--- src/rtl/presc_pkg.sv ---
package presc_pkg;

    localparam int REG_W    = 3;
    localparam int SRST_BIT = 0;
    localparam int ARST_BIT = 1;
    localparam int HOLD_BIT = 2;
    localparam int SEL_W    = 3;
    localparam int N_TAPS   = 4;

    typedef enum logic [1:0] {
        ST_RUN,
        ST_PULSE,
        ST_ARMED,
        ST_HELD
    } ctrl_state_e;

    typedef enum logic [SEL_W-1:0] {
        SEL_OFF     = 3'd0,
        SEL_DIV1    = 3'd1,
        SEL_DIV8    = 3'd2,
        SEL_DIV64   = 3'd3,
        SEL_DIV256  = 3'd4,
        SEL_DIV1024 = 3'd5,
        SEL_EXT     = 3'd6,
        SEL_OFF_ALT = 3'd7
    } clk_sel_e;

    // log2 of the divide ratio for each prescaled tap
    function automatic int tap_shift(input int idx);
        case (idx)
            0:       return 3;
            1:       return 6;
            2:       return 8;
            default: return 10;
        endcase
    endfunction

endpackage

--- src/rtl/presc_ctrl.sv ---
module presc_ctrl
    import presc_pkg::*;
(
    input  logic             clk,
    input  logic             rst_n,
    input  logic             wr_en,
    input  logic [REG_W-1:0] wr_data,
    output logic [REG_W-1:0] rd_data,
    output logic             sync_rst,
    output logic             async_rst
);

    ctrl_state_e state_q, state_d;
    logic [1:0]  bits_q, bits_d;
    logic        any_rst_wr;

    assign any_rst_wr = wr_data[SRST_BIT] | wr_data[ARST_BIT];

    // next-state
    always_comb begin
        state_d = state_q;
        bits_d  = bits_q;
        unique case (state_q)
            ST_RUN, ST_PULSE: begin
                if (wr_en) begin
                    bits_d = {wr_data[ARST_BIT], wr_data[SRST_BIT]};
                    if (wr_data[HOLD_BIT])
                        state_d = any_rst_wr ? ST_HELD : ST_ARMED;
                    else
                        state_d = any_rst_wr ? ST_PULSE : ST_RUN;
                end else begin
                    bits_d  = 2'b00;
                    state_d = ST_RUN;
                end
            end
            ST_ARMED, ST_HELD: begin
                if (wr_en) begin
                    if (wr_data[HOLD_BIT]) begin
                        bits_d  = {wr_data[ARST_BIT], wr_data[SRST_BIT]};
                        state_d = any_rst_wr ? ST_HELD : ST_ARMED;
                    end else begin
                        bits_d  = 2'b00;
                        state_d = ST_RUN;
                    end
                end
            end
        endcase
    end

    // state register
    always_ff @(posedge clk) begin
        if (!rst_n) begin
            state_q <= ST_RUN;
            bits_q  <= 2'b00;
        end else begin
            state_q <= state_d;
            bits_q  <= bits_d;
        end
    end

    // outputs
    always_comb begin
        logic hold;
        hold      = (state_q == ST_ARMED) || (state_q == ST_HELD);
        sync_rst  = bits_q[0];
        async_rst = bits_q[1];
        rd_data   = '0;
        rd_data[HOLD_BIT] = hold;
        rd_data[ARST_BIT] = bits_q[1];
        rd_data[SRST_BIT] = bits_q[0];
    end

endmodule

--- src/rtl/presc_divider.sv ---
module presc_divider
    import presc_pkg::*;
(
    input  logic          clk,
    input  logic          rst_n,
    input  logic          clr,
    output logic [N_TAPS:0] tap_en
);

    localparam int CNT_W = tap_shift(N_TAPS - 1);

    logic [CNT_W-1:0] cnt_q;

    always_ff @(posedge clk) begin
        if (!rst_n)
            cnt_q <= '0;
        else if (clr)
            cnt_q <= '0;
        else
            cnt_q <= cnt_q + 1'b1;
    end

    assign tap_en[0] = !clr;

    for (genvar k = 0; k < N_TAPS; k++) begin : g_tap
        localparam int SH = tap_shift(k);
        assign tap_en[k+1] = !clr && (&cnt_q[SH-1:0]);
    end

endmodule

--- src/rtl/presc_tap_sel.sv ---
module presc_tap_sel
    import presc_pkg::*;
(
    input  logic [SEL_W-1:0] sel,
    input  logic [N_TAPS:0]  tap_en,
    input  logic             ext_tick,
    output logic             tick
);

    always_comb begin
        unique case (clk_sel_e'(sel))
            SEL_DIV1:    tick = tap_en[0];
            SEL_DIV8:    tick = tap_en[1];
            SEL_DIV64:   tick = tap_en[2];
            SEL_DIV256:  tick = tap_en[3];
            SEL_DIV1024: tick = tap_en[4];
            SEL_EXT:     tick = ext_tick;
            SEL_OFF, SEL_OFF_ALT: tick = 1'b0;
        endcase
    end

endmodule

--- src/rtl/shared_prescaler.sv ---
module shared_prescaler
    import presc_pkg::*;
#(
    parameter int N_TIMERS = 5
) (
    input  logic                      clk,
    input  logic                      rst_n,
    input  logic                      wr_en,
    input  logic [REG_W-1:0]          wr_data,
    output logic [REG_W-1:0]          rd_data,
    input  logic [SEL_W*N_TIMERS-1:0] clk_sel,
    input  logic [N_TIMERS-1:0]       ext_tick,
    output logic [N_TIMERS-1:0]       timer_tick,
    output logic                      async_rst_o
);

    logic            sync_rst;
    logic [N_TAPS:0] tap_en;

    presc_ctrl u_ctrl (
        .clk       (clk),
        .rst_n     (rst_n),
        .wr_en     (wr_en),
        .wr_data   (wr_data),
        .rd_data   (rd_data),
        .sync_rst  (sync_rst),
        .async_rst (async_rst_o)
    );

    presc_divider u_div (
        .clk    (clk),
        .rst_n  (rst_n),
        .clr    (sync_rst),
        .tap_en (tap_en)
    );

    for (genvar i = 0; i < N_TIMERS; i++) begin : g_timer
        presc_tap_sel u_sel (
            .sel      (clk_sel[i*SEL_W +: SEL_W]),
            .tap_en   (tap_en),
            .ext_tick (ext_tick[i]),
            .tick     (timer_tick[i])
        );
    end

endmodule

--- config.mk ---
export PLATFORM = sky130hd
export DESIGN_NAME = shared_prescaler
export DESIGN_NICKNAME = d
export VERILOG_FILES = /design/src/rtl/presc_pkg.sv /design/src/rtl/presc_ctrl.sv /design/src/rtl/presc_divider.sv /design/src/rtl/presc_tap_sel.sv /design/src/rtl/shared_prescaler.sv
export SDC_FILE = /design/constraint.sdc
export NUM_CORES = 1
export LEC_CHECK = 0
export BUFFER_PORTS_ARGS = -buffer_cell sky130_fd_sc_hd__buf_2
export CORE_MARGIN = 2
export CORE_UTILIZATION = 45
export CTS_CLUSTER_DIAMETER = 120
export DETAILED_ROUTE_END_ITERATION = 10
export PLACE_DENSITY = 0.74
export SETUP_SLACK_MARGIN = 0.05
export SYNTH_ARGS = -nofsm -noshare
export SYNTH_HDL_FRONTEND = slang
export SYNTH_SLANG_ARGS = --single-unit
--- constraint.sdc ---
create_clock -name clk -period 2.7 [get_ports clk]
set_clock_uncertainty 0.2 [all_clocks]
set_input_delay 0.27 -clock clk [delete_from_list [all_inputs] [get_ports clk]]
set_output_delay 0.27 -clock clk [all_outputs]
set_load 0.02 [all_outputs]
* Yosys cells after proc, flatten, opt, wreduce, memory -nomap -nowiden
Index checks and enable logic that the tools add are counted.
Word-level totals: register bits after elaboration 14, output and inout bits 9, word-level logic and storage cells 85
Cells by class: $add $sub $neg 1, equality and inequality tests 39, mux-type cells 16, bitwise operators 2, reduce and logical (&&, ||, !) cells 24
Operator list (count):
- == test 3 bit (second input constant) | 20
- one-hot mux 1 bit (7 select lines) | 5
- == test 3 x 2 -> 1 bit (second input constant) | 10
- OR reduction 2 bit | 8
- == test 3 x 1 -> 1 bit (second input constant) | 5
- zero test 3 bit | 5
- 2-to-1 mux 2 bit | 7
- adder 10 x 1 -> 10 bit (second input constant) | 1
- AND reduction 10 bit | 1
- one-hot mux 2 bit (2 select lines) | 2
- AND reduction 8 bit | 1
- AND reduction 6 bit | 1
- == test 2 bit (second input constant) | 2
- logical AND 1 bit | 4
- AND reduction 3 bit | 1
- == test 2 x 1 -> 1 bit (second input constant) | 1
- zero test 2 bit | 1
- 2-to-1 mux 1 bit | 2
- != test 2 bit (second input constant) | 1
- zero test 1 bit | 1
- logical OR 1 bit | 1
- NOT 1 bit | 1
- bitwise OR 1 bit | 1

* Depth between registers and ports, before layout
Gate-level depths: netlist (run 1).
depth after elaboration 5, gate-level depth with buffers 7, gate-level depth less buffers 6

* By module
From an unflattened synthesis (run 1), not the netlist that was laid out.
Unflattened totals: cell total of the unflattened synthesis 88, area total of the unflattened synthesis 908.4 um^2
Modules (own cells, without submodules):
- presc_divider | instances 1, cells each 50, area each 454.2 um^2, seq. area each 200.2 um^2
- presc_tap_sel | instances 5, cells each 5, area each 62.6 um^2, seq. area each 0.0 um^2
- presc_ctrl | instances 1, cells each 13, area each 141.4 um^2, seq. area each 60.1 um^2

* Least setup slack after synthesis (run 1)
Ideal clock, no wire load.
path kind flip-flop to output port, start register u_div.cnt_q[0], end output timer_tick[2], arrival time 1.616 ns, data required time 2.230 ns, slack 0.614 ns, stages on the path, launching flop included 7, buffers on the path 1, cell sequence dfxtp_1 ha_1 nand4_1 or4_4 a21oi_1 o221a_2 buf_4
On the way: longest elaborated chain between the ends 3, elaborated cells between the ends (all ways) 9, classes of those cells mux (1); reduce/logical (8)
Ends and longest elaborated chain:
- from (decl) | line presc_divider.sv:12 | logic [CNT_W-1:0] cnt_q;
- from (signal assigned) | line presc_divider.sv:20 | cnt_q <= cnt_q + 1'b1;
- AND reduction 10 bit, or another cell as far along | line presc_divider.sv:27 | assign tap_en[k+1] = !clr && (&cnt_q[SH-1:0]);
- logical AND 1 bit | line presc_divider.sv:27
- one-hot mux 1 bit (7 select lines) * | line presc_tap_sel.sv:11 | unique case (clk_sel_e'(sel))
- to (decl) | line shared_prescaler.sv:13 | output logic [N_TIMERS-1:0] timer_tick,
Mark *: on every way between the ends. The rest lies on a longest branch, timed or not.

* Final worst setup path (run 1)
start register u_div.cnt_q[0], end output timer_tick[1]
The elaborated chain is that of the path after synthesis.

==> results.md, run 1 <==
* Worst EP required at 2.23 ns
* Clock sink count at 13
* Status: complete, no violations
* Die area at 0.00248 mm^2
* CTS Buf Count at 3
* Fraction of registers with async set/reset at 0%
* Leak Pwr at 0.461 nW
* H-tree lvl count at 1
* Avg Inst Size Synth at 7.61 um^2
* Core area at 0.00196 mm^2
* #FFs+latches synth at 13
* Post-route DRC at 0
* Max Freq at 398 MHz
* Min-Delay Path Class: in -> reg
* Worst Path Max Fanout at 5
* Top_reg_cell synth: dfxtp_1
* Worst EP arrival at 2.04 ns
* Crit path launch type: flop
* Max VDD drop at 217 uV
* Setup Fix Bufs, Post-CTS at 0
* Worst hold margin at 0.0390 ns
* Max clock buf depth at 2
* Syn nets at 152
* Initial antenna violation count at 0
* Gp weighted congestion at 0.752
* Ant diodes at 0
* I/O Pins at 35
* Global-route wire length before repair at 3.60 mm
* Cell taking the most area after synthesis: dfxtp_1
* Final number of setup-violating endpoints at 0
* Ranking of synthesized cells by area: dfxtp_1, a21oi_1, buf_4
* Minimum clock period at 2.51 ns
* Sequential fraction of the synthesis area at 27.6%
* CTS Root Cell: clkbuf_4
* Reg2reg setup slack at 1.15 ns
* Share of cells above drive strength 1 at 30.3%
* Total vias in the final route at 952
* Mapped Area at 943 um^2
* Ys Warns at 0
* Slew Viols, Final at 0
* Largest net degree at the start of global routing at 12
* First drt pass iteration count at 4
* Row count at 16
* Slew headroom at 73.3%
* Worst-margin pin slew at 0.400 ns
* Vias in the first global route at 948
* Hold Vio Cnt, Final at 0
* Clock transition at the registers of the reported paths at 0.08 ns
* Nets at 181
* Global Route Usage Sum at 18.4%
* Final HPWL DP at 1.58 mm
* Drt initial violations at 11
* Grt ovf at 0
* Remaining antenna violation count at 0
* Via/cell ratio at 5.32
* Setup crit end kind: output pin
* PD cells at 376 mW/mm^2
* Setup_tns at 0 ns
* Synth top area share at 27.6%
* Routed len/inst at 11.1 um
* DRT Wirelength at 1.99 mm
* RSZ-0062 raised after global routing: no
* Initial Utilization at 48.1%
* CTS tree: built
* Synth-to-Final Area Change at 18.3%
* CTS Hold Bufs at 0
* Input/output buffers at 34
* Tcrit/Tclk final at 93.0%
* Post-synth top cells: nand2_1, nor2_1, dfxtp_1
* Setup Crit Path Kind: reg -> out
* Insertion delay to the later sink of the worst-skew pair at 0.28 ns
* Number of synthesized flops with an enable pin at 0
* Library cells used by synthesis at 34
* Post-Synthesis Cells at 124
* Die width at 49.8 um
* Die Y at 49.8 um
* Max Cap Viol at 0
## final timing paths
path,from,endpoint,depth (start not counted)
setup / recovery,u_div.cnt_q[0]$_SDFF_PP0_,timer_tick[1],6
hold / removal,rst_n,u_ctrl.bits_q[0]$_SDFFE_PN0P_,2
setup reg to reg,u_div.cnt_q[2]$_SDFF_PP0_,u_div.cnt_q[9]$_SDFF_PP0_,4
hold reg to reg,u_div.cnt_q[0]$_SDFF_PP0_,u_div.cnt_q[0]$_SDFF_PP0_,1
## state kept, by name, indices dropped and copies added, names as in the netlist
register / count
u_ctrl.bits_q: 2
u_ctrl.state_q: 1
u_div.cnt_q: 10
## worst max-delay path, stage by stage (launching register included)
cell     delay [ns]
dfxtp_1        0.38
ha_2           0.23
nand4_1        0.10
or4_4          0.54
a32oi_1        0.20
o211a_1        0.16
buf_2          0.15
## through the flow
| step | cell area, um^2 | setup slack [ns] | total power (W) | instances | utilization, % |
|---|---|---|---|---|---|
| after global routing | 1120 | 0.0676 | 0.000449 | 179 | 56.9 |
| after CTS | 1110 | 0.166 | 0.000427 | 179 | 56.5 |
| after global placement | 1080 | 0.514 | 0.000300 | 175 | 55.2 |
| after floorplan | 943 | 0.614 | 0.000273 | 124 | - |
| final | 1120 | 0.190 | 0.000420 | 179 | 56.9 |
| after detailed placement | 1080 | 0.487 | 0.000304 | 175 | 55.2 |
## repair_timing
action | 4_1_cts | 5_1_grt
resized for setup | 0 | 2
endpoints found under the hold margin | 0 | 0
endpoints found under the setup margin | 0 | 3
## cell type report
class	count	area (um^2)
well taps	27	33.8
repair buffers	34	170
multi-input cells	97	611
fillers	201	846
flip-flops and latches	13	260
inverters	4	15.0
clock buffers	4	26.3
## power by group
group | internal, W | switching [W] | total, W
sequential | 0.000197 | 0.00000648 | 0.000204
clock | 0.0000573 | 0.0000629 | 0.000120
combinational | 0.0000455 | 0.0000506 | 0.0000961
## placed cells by master, fill, tap and decap left out, types with 2 or more instances in the layout
master,count
nand3_1,3
nand2_1,14
nand2b_1,6
nand3b_1,3
o21ai_0,4
buf_2,34
nor2b_1,4
dfxtp_1,13
a22oi_1,2
a21oi_1,11
nor2_1,14
or2b_2,3
or3_1,2
xnor2_1,4
o211a_1,3
a32oi_1,3
nor3_1,3
clkbuf_4,3
inv_1,4
a311o_1,3
## routing by layer
layer  GRT usage (%)  up-vias  share of wire, %
met4            7.41        0              0.95
met2            33.8       23                50
met3            4.24        2               5.6
met1            20.0      438                44
li1                -      489                 -
met5               0        -                 0
## cell families (layout without fill, tap and decap cells)
family	count (synthesis)	count (layout)	share of synthesized area, %
AO/OA/AOI/OAI	32	32	23.9
adder cells (fa/ha/maj)	2	2	2.65
XOR/XNOR	5	5	4.64
flip-flops	13	13	27.6
buffers and inverters	14	42	8.49
AND/OR/NAND/NOR	58	58	32.8
Note: power is estimated with default switching activity, not from simulation.
==> run 2, diff against run 1 <==
CORE_ASPECT_RATIO = 0.8   (was default)
SLEW_MARGIN = 20   (was default)
==> run 2 against run 1 <==
Against the previous run:
- critical path depth unchanged
- final cell count down 1.7%
- sequential share of layout area up 0.27 points
- worst hold slack better by 0.016 ns
- worst setup slack better by 0.038 ns
- utilization up 0.64 points
- non-clock buffer count unchanged
- register-to-register slack better by 0.03 ns
- clock-buffer cell count unchanged
- largest cell class unchanged
==> results.md, run 2 (same netlist as run 1, synthesis figures left out) <==
* Via/cell ratio at 5.20 (-2.2%)
* Largest net degree at the start of global routing at 12 (unchanged)
* CTS Buf Count at 3 (unchanged)
* PD cells at 375 mW/mm^2 (-0.49%)
* Slew Viols, Final at 0 (unchanged)
* Die Y at 45.0 um (-9.7%)
* Tcrit/Tclk final at 91.5% (-1.4 points)
* Global-route wire length before repair at 3.11 mm (-14%)
* Insertion delay to the later sink of the worst-skew pair at 0.27 ns (about the same)
* Setup crit end kind: output pin
* Post-route DRC at 0 (unchanged)
* Worst EP arrival at 2.00 ns (-0.04 ns)
* Commonest non-fill, non-tap cell in the layout: buf_2
* Max reg flops at 10 (unchanged)
* Slowest Stage Delay on Critical Path at 0.55 ns (about the same)
* CTS tree: built
* Max clock buf depth at 2 (unchanged)
* CTS Root Cell: clkbuf_4
* Post-CTS resize count at 0 (unchanged)
* Worst hold margin at 0.0549 ns (+0.0159 ns)
* Nets at 181 (unchanged)
* Worst EP required at 2.23 ns (about the same)
* Min-Delay Path Class: in -> reg
* Leak Pwr at 0.461 nW (about the same)
* Hold Vio Cnt, Final at 0 (unchanged)
* Minimum clock period at 2.47 ns (-0.0378 ns)
* Setup Fix Bufs, Post-CTS at 0 (unchanged)
* Setup WS post-layout at 0.228 ns (+0.0378 ns)
* Area of placed instances at 0.00108 mm^2 (-0.35%)
* Crit path launch type: flop
* Total vias in the final route at 915 (-3.9%)
* RSZ-0062 raised after global routing: no
* First drt pass iteration count at 4 (unchanged)
* Commonest cells after routing, fill and taps aside: buf_2, nand2_1, nor2_1
* Clock transition at the registers of the reported paths at 0.07 ns (about the same)
* Slew headroom at 67.5% (-5.8 points)
* Worst-margin pin slew at 0.484 ns (+0.0838 ns)
* Final number of setup-violating endpoints at 0 (unchanged)
* Ant diodes at 0 (unchanged)
* Final HPWL DP at 1.60 mm (+0.83%)
* Drt initial violations at 23 (+12)
* Remaining antenna violation count at 0 (unchanged)
* Synth-to-Final Area Change at 17.5%
* Largest registers: u_div.cnt_q (10), u_ctrl.bits_q (2), u_ctrl.state_q (1)
* FILL cells at 195 (-3.0%)
* Routed len/inst at 11.3 um (+2.1%)
* Grt ovf at 0 (unchanged)
* CTS Hold Bufs at 0 (unchanged)
* Max Cap Viol at 0 (unchanged)
* Setup Crit Path Kind: reg -> out
* Reg2reg setup slack at 1.18 ns (+0.03 ns)
* Input/output buffers at 34 (unchanged)
* Core area at 0.00193 mm^2 (-1.8%)
* Status: complete, no violations
* Max Freq at 405 MHz (+1.5%)
* CP max stage cell: or4_4
* Final cell area excluding filler cells at 0.00111 mm^2 (-0.67%)
* Top reg by flops: u_div.cnt_q
* Max VDD drop at 288 uV (+33%)
* Setup_tns at 0 ns (unchanged)
* Clock sink count at 13 (unchanged)
* Pre-CTS setup slack at 0.479 ns (-0.00833 ns)
* Initial Utilization at 49.0% (+0.87 points)
* Global Route Usage Sum at 17.4% (-0.94 points)
* H-tree lvl count at 1 (unchanged)
* Die width at 55.2 um (+11%)
* Row count at 14 (-2)
* Die area at 0.00248 mm^2 (+0.10%)
* Initial antenna violation count at 0 (unchanged)
* Vias in the first global route at 772 (-19%)
* I/O Pins at 35 (unchanged)
* Worst Path Max Fanout at 5 (unchanged)
* DRT Wirelength at 2.00 mm (+0.35%)
* Gp weighted congestion at 0.724 (-3.7%)
* CP Cell Sequence: ha_2, nand4_1, or4_4, a21oi_1, o221a_2, buf_2
* Share of cells above drive strength 1 at 30.3% (unchanged)
-- run 2: final cells by class --
cell class                      count  area, um^2  share of cell area [%]
Multi-Input combinational cell     97         606                    54.6
Sequential cell                    13         262                    23.6
Timing Repair Buffer               34         170                    15.3
Tap cell                           24        30.0                    2.71
Clock buffer                        4        26.3                    2.37
Inverter                            4        15.0                    1.35
-- run 2: critical path: cells and delay by family, from the launching register on --
kind            cells  cell delay (ns)
buf+inv             1             0.15
simple gates        2             0.65
compound gates      2             0.37
fa+ha+maj           1             0.21
flops               1             0.36
-- run 2: metrics by stage --
| step | cells | total power [W] | util (%) |
|---|---|---|---|
| 2_1_floorplan | 124 | 0.000273 | - |
| 3_3_place_gp | 172 | 0.000301 | 56.0 |
| 3_5_place_dp | 172 | 0.000304 | 56.0 |
| 4_1_cts | 176 | 0.000422 | 57.3 |
| 5_1_grt | 176 | 0.000444 | 57.5 |
| 6_report | 176 | 0.000415 | 57.5 |
-- run 2: metal layers --
layer / global-route usage [%] / vias up / wire [um]
li1: - / 493 / -
met4: 2.93 / 0 / 0
met2: 27.4 / 24 / 850
met1: 23.6 / 398 / 1020
met3: 5.96 / 0 / 132
met5: 0 / - / 0
-- run 2: power by group --
group	total (W)	internal, W	switching (W)	leakage (nW)
registers	0.000204	0.000198	0.00000659	0.106
clock network	0.000116	0.0000572	0.0000585	0.0150
logic	0.0000953	0.0000452	0.0000501	0.340
total	0.000415	0.000300	0.000115	0.461
-- run 2: final timing paths --
| kind | startpoint | end | cells after the start |
|---|---|---|---|
| min reg2reg | u_div.cnt_q[0]$_SDFF_PP0_ | u_div.cnt_q[0]$_SDFF_PP0_ | 1 |
| max | u_div.cnt_q[1]$_SDFF_PP0_ | timer_tick[2] | 6 |
| min | rst_n | u_ctrl.bits_q[0]$_SDFFE_PN0P_ | 2 |
| max reg2reg | u_div.cnt_q[3]$_SDFF_PP0_ | u_div.cnt_q[9]$_SDFF_PP0_ | 4 |
==> run 3, diff against run 2 <==
CELL_PAD_IN_SITES_DETAIL_PLACEMENT = 1   (was default)
CELL_PAD_IN_SITES_GLOBAL_PLACEMENT = 2   (was default)
CORE_UTILIZATION = 26   (was 45)
PLACE_DENSITY = default   (was 0.74)
PLACE_DENSITY_LB_ADDON = 0.1   (was default)
SKIP_CTS_REPAIR_TIMING = 1   (was default)
==> run 3 against run 2 <==
Against the previous run:
- register-to-register slack lost 0.06 ns
- die area grew 66%
- cell area up 4.3%
- global-route usage down 4.6 points
- largest cell class unchanged
- largest power group unchanged
==> results.md, run 3 (same netlist as run 1, synthesis figures left out) <==
* Largest net degree at the start of global routing at 12 (unchanged)
* Max Cap Viol at 0 (unchanged)
* Top reg by flops: u_div.cnt_q
* DRT Wirelength at 2.47 mm (+24%)
* PD cells at 410 mW/mm^2 (+9.5%)
* Largest registers: u_div.cnt_q (10), u_ctrl.bits_q (2), u_ctrl.state_q (1)
* Initial Utilization at 27.4% (-22 points)
* Final HPWL DP at 1.95 mm (+22%)
* Total vias in the final route at 971 (+6.1%)
* CTS Buf Count at 3 (unchanged)
* Grt ovf at 0 (unchanged)
* Status: complete, no violations
* Max VDD drop at 156 uV (-46%)
* CTS tree: built
* Synth-to-Final Area Change at 22.5%
* Via/cell ratio at 4.98 (-4.2%)
* Sequential power share at 43.2% (-6.0 points)
* Clock sink count at 13 (unchanged)
* Setup WS post-layout at 0.194 ns (-0.0346 ns)
* P_int at 0.000348 W (+16%)
* CP Cell Sequence: ha_2, nand4_1, or4_4, a32oi_1, o211a_1, buf_2
* Psw at 0.000127 W (+10%)
* Area of placed instances at 0.00111 mm^2 (+2.8%)
* Slowest Stage Delay on Critical Path at 0.55 ns (about the same)
* Core area at 0.00345 mm^2 (+79%)
* Max clock buf depth at 2 (unchanged)
* I/O Pins at 35 (unchanged)
* Leak Pwr at 0.474 nW (+2.8%)
* Input/output buffers at 34 (unchanged)
* Final number of setup-violating endpoints at 0 (unchanged)
* Worst EP arrival at 2.04 ns (+0.04 ns)
* Pre-CTS setup slack at 0.440 ns (-0.0393 ns)
* Setup_tns at 0 ns (unchanged)
* Crit path launch type: flop
* RSZ-0062 raised after global routing: no
* Hold Vio Cnt, Final at 0 (unchanged)
* Share of cells above drive strength 1 at 30.1% (-0.20 points)
* Nets at 182 (+0.55%)
* Slew headroom at 71.5% (+4.0 points)
* Slew Viols, Final at 0 (unchanged)
* Ant diodes at 0 (unchanged)
* First drt pass iteration count at 4 (unchanged)
* Vias in the first global route at 959 (+24%)
* Final cell count without fillers at 195 (+11%)
* Setup crit end kind: output pin
* Setup Crit Path Kind: reg -> out
* Row count at 19 (+5)
* Die Y at 57.9 um (+29%)
* Max Freq at 399 MHz (-1.4%)
* Net Sw Frac at 26.7% (-1.0 points)
* Commonest non-fill, non-tap cell in the layout: buf_2
* Global Route Usage Sum at 12.9% (-4.6 points)
* Min-Delay Path Class: in -> reg
* Cells after DPL at 191 (+11%)
* Commonest cells after routing, fill and taps aside: buf_2, nand2_1, nor2_1
* Tcrit/Tclk final at 92.8% (+1.3 points)
* Worst-margin pin slew at 0.428 ns (-0.0563 ns)
* Routed len/inst at 12.7 um (+12%)
* CTS Root Cell: clkbuf_8
* Clock transition at the registers of the reported paths at 0.06 ns (about the same)
* Minimum clock period at 2.51 ns (+0.0346 ns)
* CP max stage cell: or4_4
* Drt initial violations at 28 (+22%)
* Clock share of power at 36.3% (+8.4 points)
* Die width at 71.3 um (+29%)
* Insertion delay to the later sink of the worst-skew pair at 0.24 ns (-0.03 ns)
* Remaining antenna violation count at 0 (unchanged)
* Final cell area excluding filler cells at 0.00116 mm^2 (+4.3%)
* Comb power frac at 20.5% (-2.4 points)
* FILL cells at 448 (+130%)
* Worst Path Max Fanout at 5 (unchanged)
* Post-route DRC at 0 (unchanged)
* Max reg flops at 10 (unchanged)
* Gp weighted congestion at 0.754 (+4.1%)
* Worst EP required at 2.23 ns (about the same)
* Initial antenna violation count at 0 (unchanged)
* Worst hold margin at 0.0818 ns (+0.0269 ns)
* Die area at 0.00413 mm^2 (+66%)
* Global-route wire length before repair at 4.25 mm (+37%)
* H-tree lvl count at 1 (unchanged)
run 3: stage by stage:
| step | total power, W | util [%] |
|---|---|---|
| 2_1_floorplan | 0.000273 | - |
| 3_3_place_gp | 0.000304 | 32.2 |
| 3_5_place_dp | 0.000306 | 32.2 |
| 4_1_cts | 0.000481 | 33.5 |
| 5_1_grt | 0.000510 | 33.5 |
| 6_report | 0.000474 | 33.5 |
run 3: path summary, 6_finish.rpt:
kind	endpoint	from	slack, ns	cells after the start
max	timer_tick[0]	u_div.cnt_q[0]$_SDFF_PP0_	0.19	6
max reg2reg	u_div.cnt_q[9]$_SDFF_PP0_	u_div.cnt_q[2]$_SDFF_PP0_	1.12	4
min	u_ctrl.state_q[1]$_SDFFE_PN0P_	rst_n	0.08	2
min reg2reg	u_div.cnt_q[0]$_SDFF_PP0_	u_div.cnt_q[0]$_SDFF_PP0_	0.27	1
run 3: metal layers:
metal / GRT usage (%) / part of all wire, % / vias up
li1: - / - / 496
met2: 20.9 / 44 / 24
met4: 3.23 / 0.32 / 0
met1: 16.5 / 48 / 449
met5: 0 / 0 / -
met3: 4.35 / 7.3 / 2
run 3: power by group through the flow:
stage                     clock network (W)  registers [W]   logic, W
after global placement                    0       0.000208  0.0000959
after global routing               0.000193       0.000206   0.000110
after CTS                          0.000178       0.000205  0.0000983
after floorplan                           0       0.000207  0.0000664
after detailed placement                  0       0.000209  0.0000974
final                              0.000172       0.000205  0.0000972
run 3: layout make-up:
class                           instances  area, um^2  share of cell area [%]
Sequential cell                        13         260                    22.5
Multi-Input combinational cell         97         606                    52.4
Clock buffer                            4        45.0                    3.90
Inverter                                4        15.0                    1.30
Timing Repair Buffer                   35         178                    15.4
Tap cell                               42        52.6                    4.55
run 3: worst max-delay path: cells and delay by family, from the launching register on:
family,cells,cell delay (ns)
AOI/OAI and AO/OA,2,0.39
adders and majority gates,1,0.23
and+or+nand+nor,2,0.65
DFF,1,0.38
buffers and inverters,1,0.16
